`src/rtl/rt_fifo.sv`:
```
module rt_fifo #(
  parameter int DW        = 16,
  parameter int DEPTH     = 16,
  parameter int SETUP_CYC = 3
) (
  input  logic          clk,
  input  logic          rst_n,
  input  logic          clr,
  input  logic          wr_en,
  input  logic [DW-1:0] wr_data,
  output logic          full,
  input  logic          rd_en,
  input  logic          rd_cs_n,
  output logic [DW-1:0] rd_data,
  output logic          out_vld,
  input  logic          rt_req,
  input  logic          rt_mode,
  output logic          rt_err
);
  localparam int AW = $clog2(DEPTH);
  localparam int CW = $clog2(SETUP_CYC + 1);

  logic [DW-1:0] mem [DEPTH];
  logic [AW:0]   wp, rp, wcnt;
  logic          busy;
  logic [CW-1:0] cnt;

  wire [AW:0] used     = wp - rp;
  assign full          = (used == (AW+1)'(DEPTH));
  wire        wr_go    = wr_en && !full;
  wire        rd_go    = rd_en && !rd_cs_n && out_vld;
  wire        rt_hit   = rt_req && rt_mode && !rd_cs_n && !busy;
  wire        too_many = (wcnt >= (AW+1)'(DEPTH - 1));
  wire        rt_go    = rt_hit && !too_many;
  wire        fetch    = !busy && (!out_vld || rd_go) && (rp != wp);

  always_ff @(posedge clk)
    if (wr_go) mem[wp[AW-1:0]] <= wr_data;

  always_ff @(posedge clk or negedge rst_n) begin
    if (!rst_n) begin
      wp <= '0; rp <= '0; wcnt <= '0; busy <= 1'b0; cnt <= '0;
      out_vld <= 1'b0; rd_data <= '0; rt_err <= 1'b0;
    end else if (clr) begin
      wp <= '0; rp <= '0; wcnt <= '0; busy <= 1'b0; cnt <= '0;
      out_vld <= 1'b0; rd_data <= '0; rt_err <= 1'b0;
    end else begin
      rt_err <= rt_hit && too_many;
      if (wr_go) begin
        wp <= wp + 1'b1;
        if (wcnt != (AW+1)'(DEPTH)) wcnt <= wcnt + 1'b1;
      end
      if (rt_go) begin
        busy    <= 1'b1;
        cnt     <= CW'(SETUP_CYC - 1);
        rp      <= '0;
        out_vld <= 1'b0;
      end else if (busy) begin
        if (cnt == '0) busy <= 1'b0;
        else           cnt  <= cnt - 1'b1;
      end else if (fetch) begin
        rd_data <= mem[rp[AW-1:0]];
        rp      <= rp + 1'b1;
        out_vld <= 1'b1;
      end else if (rd_go) begin
        out_vld <= 1'b0;
      end
    end
  end


  rewind_chk: assert property (@(posedge clk) disable iff (!rst_n)
    rt_go && !clr |=> busy && !out_vld && rp == '0);

  setup_dark_chk: assert property (@(posedge clk) disable iff (!rst_n)
    busy |-> !out_vld);

  no_restart_chk: assert property (@(posedge clk) disable iff (!rst_n)
    busy && cnt != '0 && !clr |=> busy && cnt == $past(cnt) - 1'b1);

  hold_rp_chk: assert property (@(posedge clk) disable iff (!rst_n)
    busy && !clr |=> rp == $past(rp));

  no_overflow_chk: assert property (@(posedge clk) disable iff (!rst_n)
    full && wr_en && !clr |=> wp == $past(wp));

  refuse_chk: assert property (@(posedge clk) disable iff (!rst_n)
    rt_hit && too_many && !clr |=> rt_err && !busy);
endmodule

```
`config.mk`:
```
export PLATFORM = sky130hd
export DESIGN_NAME = rt_fifo
export DESIGN_NICKNAME = d
export VERILOG_FILES = /design/src/rtl/rt_fifo.sv
export SDC_FILE = /design/constraint.sdc
export NUM_CORES = 1
export LEC_CHECK = 0
export BUFFER_PORTS_ARGS = -buffer_cell sky130_fd_sc_hd__buf_4
export CAP_MARGIN = 20
export CORE_ASPECT_RATIO = 1.75
export CORE_MARGIN = 2
export CORE_UTILIZATION = 45
export CTS_CLUSTER_DIAMETER = 30
export DETAILED_ROUTE_END_ITERATION = 10
export GPL_ROUTABILITY_DRIVEN = 0
export SLEW_MARGIN = 20
export SYNTH_ARGS = -nofsm -noshare
export SYNTH_HDL_FRONTEND = slang
export SYNTH_SLANG_ARGS = --single-unit
export TNS_END_PERCENT = 5
```
`constraint.sdc`:
```
create_clock -name clk -period 4 [get_ports clk]
set_input_delay 1 -clock clk [delete_from_list [all_inputs] [get_ports clk]]
set_output_delay 1 -clock clk [all_outputs]
set_load 0.02 [all_outputs]
```
# == Yosys cells after proc, flatten, opt, wreduce, memory -nomap -nowiden ==
# Memory sizes are Yosys's and may differ from the RTL's.
# Index checks and enable logic that the tools add are counted.
# op_classes
n_eq_ne,7
addsub,5
reduce_logical,28
magnitude_cmp,1
n_mux,29
# ops
cell,n
$mux 16,4
$mux 5,9
$add 5x1->5 const B,3
$mux 1,12
$logic_and 1x1->1,10
$mux 2,4
$reduce_and 2->1,4
$reduce_bool 2->1,3
$reduce_bool 3->1,2
$eq 5x5->1 const B,1
$ge 5x4->1 const B,1
$logic_not 1->1,5
$ne 5x5->1,1
$ne 5x5->1 const B,1
$sub 5x5->5,1
$ne 2x2->1 const B,2
$reduce_bool 4->1,1
$ne 3x2->1 const B,1
$ne 3x3->1 const B,1
$reduce_and 3->1,1
$logic_not 2->1,1
$sub 2x1->2 const B,1
$logic_or 1x1->1,1
# totals
n_memories,1
ff_bits,36
elab_cells,79
ramBits,256
# memory_table
memory,words,word_bits,rd,rd_clocked_by_memory_dff,write_ports,line_no,rtl
mem,16,16,1,0,1,23,logic [DW-1:0] mem [DEPTH];

# == Logic depth before layout (Yosys ltp) ==
# Gate-level depths: netlist of run 1.
# logic_depth
ltp_word,10
ltp_mapped,11
mapped_depth_nobuf,8

# == Worst setup path after synthesis of run 1 ==
# OpenSTA, ideal clock, no wires.
# synth_timing
kind,reg2reg
start,register rp[1]
end,register wp[4]
required_time_ns,3.875
path_slack_ns,0.302
path_stages_with_launch,11
n_path_buf,2
arrival_ns,3.573
path_cell_list,dfrtp_1 clkbuf_1 buf_1 inv_1 ha_1 nor2b_1 o21a_1 o21a_1 o22a_2 nor4b_2 mux2_2
# synth_between
elab_chain_cells,5
# synth_rtl
item,line_no,rtl
start: declaration,24,"logic [AW:0] wp, rp, wcnt;"
start signal: assignment,63,rp <= rp + 1'b1;
$sub 5x5->5,28,wire [AW:0] used = wp - rp;
$eq 5x5->1,29,assign full = (used == (AW+1)'(DEPTH));
$logic_not 1->1,30,wire wr_go = wr_en && !full;
$logic_and 1x1->1,30,
$reduce_bool 2->1 (no source line),-,
end signal: assignment,50,wp <= wp + 1'b1;
end: declaration,24,
# No other way between the ends.
# A chain may end at the register's enable or synchronous reset.

# == Final worst setup path of run 1 ==
# layout_timing
start,register wp[1]
end,output full
# layout_between
elab_chain_cells,2
# layout_rtl
item,line_no,rtl
$sub 5x5->5,28,
$eq 5x5->1,29,
end: declaration,11,"output logic full,"
# No other way between the ends.

==> qor.yml, run 1 <==
worst_setup_path:
  crit_type: "register to output port"
  r2r_slack_ns: 0.85
  r2r_start: "wp[0]$_DFFE_PN0P_"
  ff2ff_path_depth: 9
  crit_arrival_ns: 2.67
  cp-start-kind: "register"
  end_kind: "output port"
  critPathMaxStageDelay_ns: 0.44
  r2r-end: "mem[9][14]$_DFFE_PP_"
  worst-path-max-fanout: 16
  slowest_stage: "dfrtp_1"
  critical_path.top_delay_family: "compound AO/OA/AOI/OAI gates"
  required_ns: 3.00
  cp_num_buf_inv: 1
  cp.depth: 6
  crit_chain: "ha_1, nor2b_1, o21bai_1, nor4bb_1, o22a_2, buf_4"
  cp-startpoint: "wp[1]$_DFFE_PN0P_"
  endpoint: "full"
synthesis:
  synth_area_sq_um: 11700
  yosysMostFrequentCell: "edfxtp_1"
  syn_nets: 614
  synthTopCellsByArea: "edfxtp_1, mux4_2, dfrtp_1, ha_1, and3_1"
  ys_seq_elements: 292
  syn_avg_cell_area_sq_um: 20.2
  synth_cell_type_count: 47
  ys_async_sr_fraction_pct: 12.3
  ys_seq_area_share_pct: 73.6
  synth_top_cell_area_share_pct: 65.9
  synth_edf_count: 256
  yosys-top-cells-count: "edfxtp_1, mux4_2, dfrtp_1"
  synth_largest_area_cell: "edfxtp_1"
  synth_flop_cell: "edfxtp_1"
  ys_warn_count: 0
  synth_cells: 577
timing:
  fin_skew_ns: 0.0167
  finalHoldViolCount: 0
  max_freq_mhz: 272
  setup-tns-final_ns: 0
  drv_slew: 0
  setup_viol: 0
  slew_headroom_pct: 32.4
  fin_crit_sh_pct: 91.8
  worst_pin_slew_ns: 1.01
  min_period_ns: 3.67
  rsz0062_at_grt: "false"
clock_network:
  clock_latency_ns: 0.52
  cts_buffer_depth: 3
  cts_hold_buf: 0
  numCtsBuffers: 35
  h-tree-depth: 2
  ctsResizeCount: 0
  cts_setup_buffers: 0
  cts.clk_slew.worst_paths_ns: 0.06
  cts_tree: "done"
  cts_root_buf: "clkbuf_16"
  clkSinkCount: 292
floorplanning:
  die_y_microns: 217
  std_cell_rows: 78
  die_area_sq_um: 27300
  boundaryPins: 43
  start_util_pct: 45.4
  core_area_sq_um: 25700
  die_w_microns: 126
final_layout:
  finalNonFillerCells: 1000
  num-nets-final: 691
  utilization_pct: 52.9
  area_growth_syn_to_layout_pct: 16.5
  drive_above_1_share_pct: 32.1
  num_antenna_cells: 0
routing:
  routed_wl_microns: 24300
  avgViaCountPerCell: 5.73
  drc: 0
  drtAntennaViolNets: 0
  route.vias.total: 5734
  drtIter0Drc: 428
  firstDrtPassIters: 5
  routedWlPerCell_microns: 24.3
grt:
  grt_max_degree: 67
  first_global_vias: 6120
  antenna_found_initial: 0
  grt_usage_pct: 18.4
  grt_pass1_wl_microns: 37500
  grt_overflow: 0
placement:
  place_inst: 937
  port_buffers: 42
  hpwlAfterDp_microns: 15300
pwr:
  vdd_drop_max_mv: 0.257
  p_leak_nw: 4.61
  power_density_nw_per_um2: 599
run:
  drv_cap: 0
run_status:
  status: "completed"
min_path:
  hp-class: "primary input to async pin"
[worst min path at each step]
stage,startpoint,end,slack [ns],cells after the start
2_1_floorplan,cnt[0]$_DFFE_PN0P_,cnt[0]$_DFFE_PN0P_,0.51,2
3_3_place_gp,rd_data[13]$_DFFE_PN0P_,rd_data[13]$_DFFE_PN0P_,0.48,2
3_5_place_dp,rd_data[6]$_DFFE_PN0P_,rd_data[6]$_DFFE_PN0P_,0.48,2
4_1_cts,rst_n,wcnt[3]$_DFFE_PN0P_,0.47,1
5_1_grt,rst_n,rd_data[2]$_DFFE_PN0P_,0.51,1
6_report,rst_n,rd_data[2]$_DFFE_PN0P_,0.47,1
[final cells by class]
class	count	area (sq um)
Multi-Input combinational cell	232	2840
Fill cell	2000	12100
Clock buffer	37	915
Inverter	29	109
Timing Repair Buffer	64	480
Sequential cell	292	8590
Clock inverter	26	253
Tap cell	320	400
[power by group]
group | switching, mW | total, mW | internal (mW)
sequential | 0.100 | 3.61 | 3.51
combinational | 0.763 | 1.41 | 0.643
clock | 1.28 | 3.12 | 1.84
total | 2.15 | 8.13 | 5.99
[logic make-up after synthesis]
| group | synth area share (%) |
|---|---|
| compound gates | 2.40 |
| xor+xnor | 0.590 |
| fa+ha+maj | 1.39 |
| buf+inv | 2.11 |
| flops | 73.6 |
| mux | 15.9 |
| simple gates | 3.93 |
[cell usage in the layout, fill, tap and decap left out, types with 2 or more instances in the layout]
| cell type | n |
|---|---|
| and3_1 | 16 |
| edfxtp_1 | 256 |
| o21ai_1 | 16 |
| or4_1 | 3 |
| nor2b_1 | 7 |
| clkbuf_16 | 36 |
| clkinvlp_4 | 5 |
| ha_1 | 13 |
| inv_6 | 11 |
| clkinv_4 | 3 |
| mux4_2 | 80 |
| mux2_2 | 2 |
| nand4_1 | 3 |
| xnor2_1 | 5 |
| dfrtp_1 | 34 |
| nor2_1 | 15 |
| nand2_1 | 21 |
| nor3_1 | 3 |
| buf_4 | 64 |
| nand2b_1 | 4 |
| o21ai_0 | 4 |
| o31ai_1 | 4 |
| mux2i_1 | 2 |
| bufinv_16 | 2 |
| nand3_1 | 4 |
| inv_1 | 18 |
| a21oi_1 | 9 |
| o21a_1 | 3 |
| clkinv_1 | 13 |
[per-layer routing]
metal / vias up / global-route usage [%] / part of all wire [%]
li1: 2483 / - / -
met2: 135 / 32.1 / 53
met5: - / 0 / 0
met3: 39 / 2.38 / 3.8
met4: 0 / 6.15 / 2.5
met1: 3077 / 23.8 / 40
[sequential cells by signal, summed over array words and instances (netlist names)]
signal	cells
mem	256
busy	1
out_vld	1
cnt	2
rd_data	16
rp	5
rt_err	1
wp	5
wcnt	5
[stage by stage]
stage                     setup slack [ns]  hold slack (ns)  power (mW)  area (sq um)
after floorplan                      0.302            0.510        4.63         11700
after global placement                1.03            0.478        5.06         12400
after detailed placement             0.904            0.481        5.10         12400
after CTS                            0.373            0.475        8.23         13600
after global routing                 0.164            0.509        8.46         13600
final                                0.329            0.474        8.13         13600
No activity file was read; power rests on OpenSTA's default activity.
==> run 2: changes to the inputs <==
CTS_BUF_LIST = sky130_fd_sc_hd__clkbuf_8   (was default)
==> qor.yml, run 2 (synthesis results as in run 1) <==
clock_network:
  cts_buffer_depth: 3
  cts_tree: "done"
  clkSinkCount: 292
  numCtsBuffers: 42
  cts_hold_buf: 0
  cts.clk_slew.worst_paths_ns: 0.07
  h-tree-depth: 2
  cts_root_buf: "clkbuf_8"
  cts_setup_buffers: 0
  clock_latency_ns: 0.55
  ctsResizeCount: 0
routing:
  route.vias.total: 5683
  avgViaCountPerCell: 5.62
  routed_wl_microns: 24500
  routedWlPerCell_microns: 24.2
  drtIter0Drc: 406
  drtAntennaViolNets: 0
  drc: 0
  firstDrtPassIters: 4
placement:
  port_buffers: 42
  place_inst: 937
  dp_slack_ns: 0.904
  placedInstanceArea_sq_um: 12400
  hpwlAfterDp_microns: 15300
grt:
  grt_overflow: 0
  first_global_vias: 6163
  antenna_found_initial: 0
  grt_pass1_wl_microns: 37700
  grt_usage_pct: 18.4
  grt_max_degree: 67
timing:
  fin_skew_ns: 0.0275
  rsz0062_at_grt: "false"
  max_freq_mhz: 270
  finalHoldViolCount: 0
  whs_ns: 0.433
  worst_pin_slew_ns: 0.992
  drv_slew: 0
  setup_ws_ns: 0.298
  setup-tns-final_ns: 0
  min_period_ns: 3.70
  fin_crit_sh_pct: 92.6
  setup_viol: 0
  slew_headroom_pct: 33.9
run:
  drv_cap: 0
pwr:
  vdd_drop_max_mv: 0.243
  p_leak_nw: 4.55
  seq_power_share_pct: 48.8
  switchingPower_mw: 1.95
  p_int_mw: 5.46
  pwr-share-comb_pct: 19.0
  pwr-share-clk_pct: 32.2
  power_density_nw_per_um2: 557
  power_switching_share_pct: 26.3
worst_setup_path:
  crit_type: "register to output port"
  cp-start-kind: "register"
  end_kind: "output port"
  crit_arrival_ns: 2.70
  required_ns: 3.00
  worst-path-max-fanout: 16
run_status:
  status: "completed"
final_layout:
  finalNonFillerCells: 1012
  fillers: 2027
  area_growth_syn_to_layout_pct: 13.8
  final_common_cell: "edfxtp_1"
  stdcell_area_sq_um: 13300
  num_antenna_cells: 0
  largest_reg_flops: 256
  num-nets-final: 698
  final_cell_mix: "edfxtp_1, mux4_2, buf_4"
  drive_above_1_share_pct: 30.6
min_path:
  hp-class: "primary input to async pin"
floorplanning:
  die_area_sq_um: 27300
  die_w_microns: 126
  boundaryPins: 43
  std_cell_rows: 78
  start_util_pct: 45.4
  die_y_microns: 217
  core_area_sq_um: 25700
==> run 2: cell types whose count changed in the layout (fill, tap and decap cells not counted) <==
cell        delta
clkbuf_8      +48
clkbuf_16     -36
inv_1         +17
inv_6         -11
clkinv_4       -3
clkinvlp_4     -3
bufinv_16      +1
clkinv_1       +1
clkinv_2       -1
clkinv_8       -1
==> run 2: power by group through the flow <==
stage	clock network [mW]	logic, mW	registers (mW)
after floorplan	0	0.901	3.73
after global placement	0	1.40	3.66
after detailed placement	0	1.43	3.67
after CTS	2.46	1.44	3.61
after global routing	2.58	1.53	3.62
final	2.39	1.41	3.61
==> run 2: critical path, stage by stage (launching register included) <==
cell and delay (ns):
dfrtp_1 0.44, ha_1 0.35, nor2b_1 0.16, o21bai_1 0.20
nor4bb_1 0.40, o22a_2 0.39, buf_4 0.20
==> run 2: metrics by stage <==
stage               power (mW)  utilization (%)
CTS                       7.50             51.7
finish                    7.40             51.7
floorplan                 4.63                -
detailed placement        5.10             48.4
global placement          5.06             48.4
global route              7.73             51.7
==> run 2: area by class of cell <==
class / count / area, sq um / share of cell area (%)
Clock buffer: 49 / 674 / 5.08
Multi-Input combinational cell: 232 / 2840 / 21.4
Inverter: 29 / 109 / 0.820
Sequential cell: 292 / 8590 / 64.7
Timing Repair Buffer: 64 / 480 / 3.62
Clock inverter: 26 / 184 / 1.39
Tap cell: 320 / 400 / 3.02
==> run 2: worst paths after layout <==
kind / start / to / slack (ns) / cells after the start
max in group asynchronous: rst_n / rp[2]$_DFFE_PN0P_ / 3.14 / 1
setup reg to reg: wp[0]$_DFFE_PN0P_ / mem[9][12]$_DFFE_PP_ / 0.85 / 9
hold / removal: rst_n / rd_data[9]$_DFFE_PN0P_ / 0.43 / 1
min in group clk: rd_data[6]$_DFFE_PN0P_ / rd_data[6]$_DFFE_PN0P_ / 0.49 / 2
hold reg to reg: rd_data[6]$_DFFE_PN0P_ / rd_data[6]$_DFFE_PN0P_ / 0.49 / 2
setup / recovery: wp[1]$_DFFE_PN0P_ / full / 0.30 / 6
==> run 2: per-layer routing <==
layer / wire [microns] / track usage (%)
met5: 0 / 0
met4: 527 / 5.78
met3: 1400 / 2.75
met2: 13000 / 32.3
met1: 9560 / 23.8
==> run 3: changes to the inputs <==
BUFFER_PORTS_ARGS = -buffer_cell sky130_fd_sc_hd__buf_2   (was -buffer_cell sky130_fd_sc_hd__buf_4)
==> qor.yml, run 3 (synthesis results as in run 1) <==
run_status:
  status: "completed"
run:
  drv_cap: 0
grt:
  antenna_found_initial: 0
  first_global_vias: 6367
  grt_overflow: 0
  grt_usage_pct: 18.8
  grt_max_degree: 67
  grt_pass1_wl_microns: 38400
worst_setup_path:
  crit_arrival_ns: 2.60
  crit_type: "register to output port"
  r2r-end: "mem[9][2]$_DFFE_PP_"
  critPathMaxStageDelay_ns: 0.46
  cp-start-kind: "register"
  cp_num_buf_inv: 1
  ff2ff_path_depth: 7
  r2r_slack_ns: 0.65
  end_kind: "output port"
  crit_chain: "ha_1, nand2_1, o21bai_1, a2111oi_2, o22a_2, buf_2"
  r2r_start: "wp[1]$_DFFE_PN0P_"
  worst-path-max-fanout: 16
  slowest_stage: "dfrtp_1"
  required_ns: 3.00
  critical_path.top_delay_family: "compound AO/OA/AOI/OAI gates"
final_layout:
  final_cell_mix: "edfxtp_1, mux4_2, clkbuf_8"
  num-nets-final: 698
  drive_above_1_share_pct: 30.6
  num_antenna_cells: 0
  area_growth_syn_to_layout_pct: 12.3
  largest_reg_flops: 256
  final_common_cell: "edfxtp_1"
min_path:
  hold_start: "rd_data[5]$_DFFE_PN0P_"
  holdPathStages: 2
  hp-class: "register to register"
  hold_end: "rd_data[5]$_DFFE_PN0P_"
floorplanning:
  std_cell_rows: 78
  core_area_sq_um: 25700
  start_util_pct: 45.4
  die_w_microns: 126
  die_y_microns: 217
  boundaryPins: 43
  die_area_sq_um: 27300
clock_network:
  cts_tree: "done"
  clkSinkCount: 292
  cts_buffer_depth: 3
  numCtsBuffers: 43
  cts_hold_buf: 0
  cts_root_buf: "clkbuf_8"
  cts_setup_buffers: 0
  ctsResizeCount: 0
  cts.clk_slew.worst_paths_ns: 0.07
  clock_latency_ns: 0.55
  h-tree-depth: 2
timing:
  whs_ns: 0.478
  setup-tns-final_ns: 0
  slew_headroom_pct: 35.0
  max_freq_mhz: 278
  min_period_ns: 3.60
  rsz0062_at_grt: "false"
  setup_viol: 0
  finalHoldViolCount: 0
  drv_slew: 0
  worst_pin_slew_ns: 0.974
  fin_skew_ns: 0.0253
  fin_crit_sh_pct: 90.0
pwr:
  p_leak_nw: 4.49
  pwr-share-comb_pct: 18.9
  switchingPower_mw: 1.97
  p_int_mw: 5.19
  seq_power_share_pct: 50.2
  power_density_nw_per_um2: 547
  power_switching_share_pct: 27.5
  pwr-share-clk_pct: 30.8
  vdd_drop_max_mv: 0.209
routing:
  firstDrtPassIters: 5
  avgViaCountPerCell: 5.67
  routedWlPerCell_microns: 24.3
  drtIter0Drc: 358
  route.vias.total: 5760
  drtAntennaViolNets: 0
  drc: 0
  routed_wl_microns: 24700
placement:
  hpwlAfterDp_microns: 15000
  port_buffers: 42
## run 3: changes by cell type in the layout (fill, tap and decap cells not counted), moves of 2 or more
cell | before | now
clkinv_2 | 0 | 5
clkbuf_8 | 49 | 44
buf_2 | 0 | 42
inv_1 | 35 | 37
bufinv_16 | 3 | 1
buf_4 | 64 | 21
clkinvlp_4 | 2 | 5
## run 3: worst max-delay path by stage
stage / depth (start not counted) / to / start
2_1_floorplan: 10 / wp[4]$_DFFE_PN0P_ / rp[1]$_DFFE_PN0P_
3_3_place_gp: 7 / mem[9][6]$_DFFE_PP_ / wp[1]$_DFFE_PN0P_
3_5_place_dp: 7 / mem[9][14]$_DFFE_PP_ / wp[1]$_DFFE_PN0P_
4_1_cts: 6 / full / wp[2]$_DFFE_PN0P_
5_1_grt: 6 / full / wp[1]$_DFFE_PN0P_
6_report: 6 / full / wp[2]$_DFFE_PN0P_
## run 3: through the flow
step                      util (%)  area [sq um]  worst slack [ns]  std cells  power (mW)
after floorplan                  -         11700             0.302        577        4.63
after global placement        48.0         12300             0.849        936        5.01
after detailed placement      48.0         12300             0.708        936        5.04
after CTS                     51.0         13100             0.358       1015        7.25
after global routing          51.0         13100             0.250       1015        7.48
final                         51.0         13100             0.401       1015        7.16
## run 3: metal layers
metal / vias up / routed length [microns] / GRT usage (%)
li1: 2490 / - / -
met1: 3033 / 9550 / 23.7
met2: 186 / 13000 / 32.5
met3: 51 / 1420 / 3.29
met4: 0 / 759 / 7.52
met5: - / 0 / 0
## run 3: worst min-delay path: cells and delay by family, from the launching register on
kind | cells | cell delay (ns)
flops | 1 | 0.34
compound gates | 1 | 0.06
simple gates | 1 | 0.05
## run 3: layout make-up
| class | instances | area (sq um) |
|---|---|---|
| Fill cell | 2082 | 12600 |
| Sequential cell | 292 | 8590 |
| Multi-Input combinational cell | 232 | 2840 |
| Clock buffer | 44 | 606 |
| Tap cell | 320 | 400 |
| Timing Repair Buffer | 63 | 368 |
| Clock inverter | 35 | 188 |
| Inverter | 29 | 109 |
## run 3: power by group through the flow
stage               clock network, mW  logic (mW)  registers, mW
global route                     2.39        1.48           3.62
global placement                    0        1.35           3.65
CTS                              2.27        1.38           3.60
detailed placement                  0        1.38           3.66
floorplan                           0       0.901           3.73
finish                           2.21        1.35           3.60
